File: config.mk
export PLATFORM = sky130hd
export DESIGN_NAME = ext_irq_ctrl
export DESIGN_NICKNAME = d
export VERILOG_FILES = /design/src/rtl/eic_pkg.sv /design/src/rtl/eic_pin_sync.sv /design/src/rtl/eic_vec_decode.sv /design/src/rtl/eic_ctrl_reg.sv /design/src/rtl/eic_req_fsm.sv /design/src/rtl/ext_irq_ctrl.sv
export SDC_FILE = /design/constraint.sdc
export NUM_CORES = 1
export LEC_CHECK = 0
export BUFFER_PORTS_ARGS = -buffer_cell sky130_fd_sc_hd__buf_2
export CORE_AREA = 2 2 39 41
export DETAILED_ROUTE_END_ITERATION = 8
export DIE_AREA = 0 0 41 43
export PLACE_DENSITY = 0.76
export SLEW_MARGIN = 20
export SYNTH_ARGS = -nofsm -noshare
export SYNTH_HDL_FRONTEND = slang
export SYNTH_SLANG_ARGS = --single-unit
File: constraint.sdc
create_clock -name clk -period 2.5 [get_ports clk]
set_input_delay 0.125 -clock clk [delete_from_list [all_inputs] [get_ports clk]]
set_output_delay 0.125 -clock clk [all_outputs]
set_load 0.005 [all_outputs]
File: src/rtl/eic_pkg.sv
package eic_pkg;

    // State of the pending-request machine
    typedef enum logic [1:0] {
        ST_IDLE = 2'd0,
        ST_PEND = 2'd1,
        ST_HOLD = 2'd2
    } req_state_t;

    // Control/status register layout
    localparam int CSR_W    = 4;
    localparam int BIT_MODE = 0;
    localparam int BIT_MASK = 1;
    localparam int BIT_ACK  = 2;
    localparam int BIT_FLAG = 3;

endpackage

File: src/rtl/eic_pin_sync.sv
module eic_pin_sync #(
    parameter int STAGES = 2
) (
    input  logic clk,
    input  logic rst_n,
    input  logic pin_n,
    output logic level,
    output logic fall
);

    localparam int                CNT_W  = $clog2(STAGES + 2);
    localparam logic [CNT_W-1:0]  ARM_AT = CNT_W'(STAGES + 1);

    logic [STAGES-1:0] chain_q;
    logic              prev_q;
    logic [CNT_W-1:0]  fill_q;
    logic              armed;

    // Shift chain, reset to the idle (high) pin level
    generate
        if (STAGES == 1) begin : g_single
            always_ff @(posedge clk or negedge rst_n) begin
                if (!rst_n) chain_q <= '1;
                else        chain_q <= pin_n;
            end
        end else begin : g_multi
            always_ff @(posedge clk or negedge rst_n) begin
                if (!rst_n) chain_q <= '1;
                else        chain_q <= {chain_q[STAGES-2:0], pin_n};
            end
        end
    endgenerate

    // Previous synchronized value and fill counter after reset
    always_ff @(posedge clk or negedge rst_n) begin
        if (!rst_n) begin
            prev_q <= 1'b1;
            fill_q <= '0;
        end else begin
            prev_q <= chain_q[STAGES-1];
            if (fill_q != ARM_AT) fill_q <= fill_q + 1'b1;
        end
    end

    assign armed = (fill_q == ARM_AT);
    assign level = chain_q[STAGES-1];
    assign fall  = armed & prev_q & ~chain_q[STAGES-1];

endmodule

File: src/rtl/eic_vec_decode.sv
module eic_vec_decode #(
    parameter int                ADDR_W   = 16,
    parameter logic [ADDR_W-1:0] VEC_ADDR = 16'hFFFA
) (
    input  logic [ADDR_W-1:0] cpu_addr,
    input  logic              cpu_rd,
    output logic              fetch_ack
);

    // The vector is a two-byte pair: ignore the lowest address bit
    localparam logic [ADDR_W-2:0] VEC_PAIR = VEC_ADDR[ADDR_W-1:1];

    always_comb begin
        fetch_ack = cpu_rd && (cpu_addr[ADDR_W-1:1] == VEC_PAIR);
    end

endmodule

File: src/rtl/eic_ctrl_reg.sv
module eic_ctrl_reg
    import eic_pkg::*;
(
    input  logic             clk,
    input  logic             rst_n,
    input  logic             wr_en,
    input  logic [CSR_W-1:0] wdata,
    input  logic             flag,
    output logic             mode,
    output logic             mask,
    output logic             soft_ack,
    output logic [CSR_W-1:0] rdata
);

    logic mode_q;
    logic mask_q;

    always_ff @(posedge clk or negedge rst_n) begin
        if (!rst_n) begin
            mode_q <= 1'b0;
            mask_q <= 1'b0;
        end else if (wr_en) begin
            mode_q <= wdata[BIT_MODE];
            mask_q <= wdata[BIT_MASK];
        end
    end

    always_comb begin
        soft_ack         = wr_en & wdata[BIT_ACK];
        rdata            = '0;
        rdata[BIT_FLAG]  = flag;
        rdata[BIT_MASK]  = mask_q;
        rdata[BIT_MODE]  = mode_q;
    end

    assign mode = mode_q;
    assign mask = mask_q;

endmodule

File: src/rtl/eic_req_fsm.sv
module eic_req_fsm
    import eic_pkg::*;
(
    input  logic clk,
    input  logic rst_n,
    input  logic fall,
    input  logic pin_low,
    input  logic mode,
    input  logic mask,
    input  logic ack,
    output logic flag,
    output logic irq_req
);

    req_state_t state_q;
    req_state_t state_d;

    // State register
    always_ff @(posedge clk or negedge rst_n) begin
        if (!rst_n) state_q <= ST_IDLE;
        else        state_q <= state_d;
    end

    // Next state: a falling edge always wins over an acknowledge
    always_comb begin
        state_d = state_q;
        unique case (state_q)
            ST_IDLE: begin
                if (fall || (mode && pin_low)) state_d = ST_PEND;
            end
            ST_PEND: begin
                if (fall)     state_d = ST_PEND;
                else if (ack) state_d = (mode && pin_low) ? ST_HOLD : ST_IDLE;
            end
            ST_HOLD: begin
                if (fall)                   state_d = ST_PEND;
                else if (!mode || !pin_low) state_d = ST_IDLE;
            end
            default: state_d = ST_IDLE;
        endcase
    end

    // Outputs
    always_comb begin
        flag    = (state_q != ST_IDLE);
        irq_req = (state_q != ST_IDLE) && !mask;
    end

endmodule

File: src/rtl/ext_irq_ctrl.sv
module ext_irq_ctrl
    import eic_pkg::*;
#(
    parameter int                ADDR_W      = 16,
    parameter logic [ADDR_W-1:0] VEC_ADDR    = 16'hFFFA,
    parameter int                SYNC_STAGES = 2
) (
    input  logic              clk,
    input  logic              rst_n,
    input  logic              irq_pin_n,
    input  logic              csr_wr,
    input  logic [CSR_W-1:0]  csr_wdata,
    output logic [CSR_W-1:0]  csr_rdata,
    input  logic [ADDR_W-1:0] cpu_addr,
    input  logic              cpu_rd,
    output logic              irq_req,
    output logic              pin_level
);

    logic sync_level;
    logic pin_fall;
    logic fetch_ack;
    logic soft_ack;
    logic ack_any;
    logic mode_q;
    logic mask_q;
    logic flag;

    eic_pin_sync #(.STAGES(SYNC_STAGES)) u_sync (
        .clk   (clk),
        .rst_n (rst_n),
        .pin_n (irq_pin_n),
        .level (sync_level),
        .fall  (pin_fall)
    );

    eic_vec_decode #(.ADDR_W(ADDR_W), .VEC_ADDR(VEC_ADDR)) u_vec (
        .cpu_addr  (cpu_addr),
        .cpu_rd    (cpu_rd),
        .fetch_ack (fetch_ack)
    );

    eic_ctrl_reg u_csr (
        .clk      (clk),
        .rst_n    (rst_n),
        .wr_en    (csr_wr),
        .wdata    (csr_wdata),
        .flag     (flag),
        .mode     (mode_q),
        .mask     (mask_q),
        .soft_ack (soft_ack),
        .rdata    (csr_rdata)
    );

    assign ack_any = fetch_ack | soft_ack;

    eic_req_fsm u_fsm (
        .clk     (clk),
        .rst_n   (rst_n),
        .fall    (pin_fall),
        .pin_low (~sync_level),
        .mode    (mode_q),
        .mask    (mask_q),
        .ack     (ack_any),
        .flag    (flag),
        .irq_req (irq_req)
    );

    assign pin_level = sync_level;

endmodule

==> flow_summary.json <==
{
  "clk_pin_slew_ns": 0.06,
  "startpoint": "u_sync.fill_q[0]",
  "grt_pass1_vias": 390,
  "grt_overflow": 0,
  "fin_tns_setup_ns": 0,
  "dp_slack_ns": 1.287,
  "cp_slowest_cell": "dfrtp_1",
  "ant_nets": 0,
  "hold_path_class": "in -> reg",
  "setup_slack_ns": 1.286,
  "fin_crit_sh_pct": 48.56,
  "cts.sinks": 9,
  "critical_path.startpoint_type": "flip-flop",
  "row_count": 14,
  "grt_max_degree": 10,
  "path_cells": "ha_1 > and2_1 > a22oi_1 > o22ai_1",
  "vias_per_cell": 4.682,
  "root_buffer": "clkbuf_4",
  "antenna_found_initial": 0,
  "die_h_um": 43,
  "drt_wl_total_um": 919,
  "ys_ff_latch": 9,
  "track_usage_pct": 11.91,
  "use_met3_pct": 3.141,
  "num_vias": 398,
  "fin_area_um2": 631.9,
  "r2r-start": "u_sync.fill_q[0]",
  "syn_nets": 66,
  "finalClockSkew_ns": 0.005856,
  "yosysUniqueCellTypes": 22,
  "synth_top_family_by_area": "simple AND/OR/NAND/NOR gates",
  "synth_compound_area_share_pct": 7.880,
  "p_sw_uw": 77.17,
  "ys_warn_count": 0,
  "finalMaxSlewViolations": 0,
  "cts_htree_levels": 1,
  "drt-pass1-iter-count": 3,
  "clk_path_buf_depth": 2,
  "rsz0062_at_grt": "no",
  "max_freq_mhz": 823.8,
  "slowest_delay_ns": 0.39,
  "fin_util_pct": 45.66,
  "drt_iter0_drc": 7,
  "cts_buffers": 3,
  "synth_xor_area_share_pct": 1.902,
  "critPathKind": "reg -> reg",
  "swShare_pct": 23.81,
  "layout-drive-gt1-share_pct": 56.52,
  "ff2ff_setup_slack_ns": 1.29,
  "die_x_um": 41,
  "endpoint_kind": "flip-flop",
  "grt_util_met1_pct": 11.45,
  "port_buffers": 27,
  "final_common_cell": "buf_2",
  "cts_tree": "yes",
  "drc": 0,
  "grt_pass1_wl_mm": 1.386,
  "core-area_um2": 1384,
  "power_frac_comb_pct": 16.0,
  "syn2layout_area_growth_pct": 37.23,
  "yosysSeqAreaShare_pct": 49.73,
  "max-vdd-ir-drop_mv": 0.2784,
  "status": "finished, final reports clean",
  "fin_nets": 96,
  "worstHoldStart": "csr_wdata[0]",
  "worstPathRequired_ns": 2.63,
  "setup_viol": 0,
  "placed_cell_area_um2": 585.6,
  "place_hpwl_um": 748.4,
  "drv_cap": 0,
  "clock_power_share_pct": 33.5,
  "synthAdderAreaFrac_pct": 2.717,
  "synthMuxAreaShare_pct": 7.337,
  "cp_max_fo": 3,
  "synth_simple_gate_area_share_pct": 21.47,
  "dieArea_um2": 1763,
  "seqPwrFrac_pct": 50.5,
  "ioPinCount": 31,
  "mappedNetlistArea_um2": 460.4,
  "p_leak_nw": 0.2991,
  "grtUsageMet2_pct": 20.31,
  "n_antenna_cell": 0,
  "top_usage_layer": "met2",
  "start_util_pct": 33.27,
  "hold_viol": 0,
  "cp.arrival_ns": 1.34,
  "synthCells": 40,
  "clock_latency_ns": 0.26,
  "routedWlPerCell_um": 10.81,
  "finalCriticalPeriod_ns": 1.214,
  "gp_congestion": 0.5792,
  "mostFrequentLayoutCells": "27 x buf_2, 6 x dfrtp_1",
  "power.density_nw_per_um2": 513.0,
  "internal_power_uw": 246.9,
  "avgSynthCellArea_um2": 11.51
}
## sequential cells by signal, summed over array words and instances, names as in the netlist
name	count
u_csr.mask	1
u_csr.mode	1
u_fsm.state_q	2
u_sync.chain_q	2
u_sync.fill_q	2
u_sync.prev_q	1
## synth_stat cells (all sizes together)
| cell | number | area share, % |
|---|---|---|
| a211oi | 1 | 2.7 |
| a22oi | 1 | 1.6 |
| a41o | 1 | 2.2 |
| and2 | 1 | 1.4 |
| buf | 4 | 6.5 |
| conb | 1 | 0.81 |
| dfrtp | 6 | 33 |
| dfstp | 3 | 17 |
| ha | 1 | 2.7 |
| inv | 2 | 1.6 |
| mux2 | 3 | 7.3 |
| nand2 | 2 | 1.6 |
| nand2b | 1 | 1.4 |
| nand3 | 1 | 1.1 |
| nand4 | 3 | 5.4 |
| nand4b | 2 | 3.8 |
| nor2 | 3 | 2.4 |
| nor4 | 1 | 2.7 |
| o22ai | 1 | 1.4 |
| or2b | 1 | 1.6 |
| xnor2 | 1 | 1.9 |
## power groups by stage
| stage | Clock [mW] | Sequential (mW) | Combinational (mW) |
|---|---|---|---|
| after floorplan | 0 | 0.165 | 0.0277 |
| after global placement | 0 | 0.166 | 0.0491 |
| after detailed placement | 0 | 0.166 | 0.0505 |
| after CTS | 0.114 | 0.164 | 0.0530 |
| after global routing | 0.121 | 0.165 | 0.0596 |
| final | 0.109 | 0.164 | 0.0517 |
## layer usage
layer | vias up | routed length [um]
li1 | 199 | -
met3 | 0 | 117
met1 | 176 | 339
met5 | - | 0
met4 | 0 | 0
met2 | 23 | 462
## layout make-up
class	instances	area, um^2
Sequential cell	9	229.0
Clock buffer	4	26.28
Multi-Input combinational cell	25	193.9
Inverter	2	7.507
Timing Repair Buffer	29	155.1
Tap cell	16	20.02
Fill cell	128	752.0
## critical path: cells and delay by family (launching register included)
kind                       cells  cell delay (ns)
DFF                            1             0.39
and+or+nand+nor                1             0.20
adders and majority gates      1             0.24
AOI/OAI and AO/OA              2             0.25
## through the flow
step	instances	total power [mW]	hold WS [ns]
after floorplan	40	0.1922	-0.1706
after global placement	79	0.2147	-0.02357
after detailed placement	79	0.2168	-0.02031
after CTS	85	0.3302	0.09823
after global routing	85	0.3457	0.1018
final	85	0.3241	0.1063
## logic make-up (layout without fill, tap and decap cells)
family / count (synthesis) / count (layout)
AO/OA/AOI/OAI: 4 / 4
XOR/XNOR: 1 / 1
adder cells (fa/ha/maj): 1 / 1
buffers and inverters: 6 / 35
flip-flops: 9 / 9
multiplexers: 3 / 3
other: 1 / 1
AND/OR/NAND/NOR: 15 / 15
## timing repair
item                                   in CTS  in global routing
resized for setup                           0                  0
buffers inserted                            0                  0
hold buffers                                2                  0
endpoints found under the hold margin      10                  0
## path summary, 6_finish.rpt
kind,end,cells past startpoint
worst max register to register,u_fsm.state_q[0],4
worst min-delay path,u_csr.mode,2
max in group asynchronous,u_sync.chain_q[0],2
min in group asynchronous,u_fsm.state_q[1],2
worst max-delay path,u_fsm.state_q[0],4
worst min register to register,u_sync.chain_q[1],0
No activity file was read; power rests on OpenSTA's default activity.
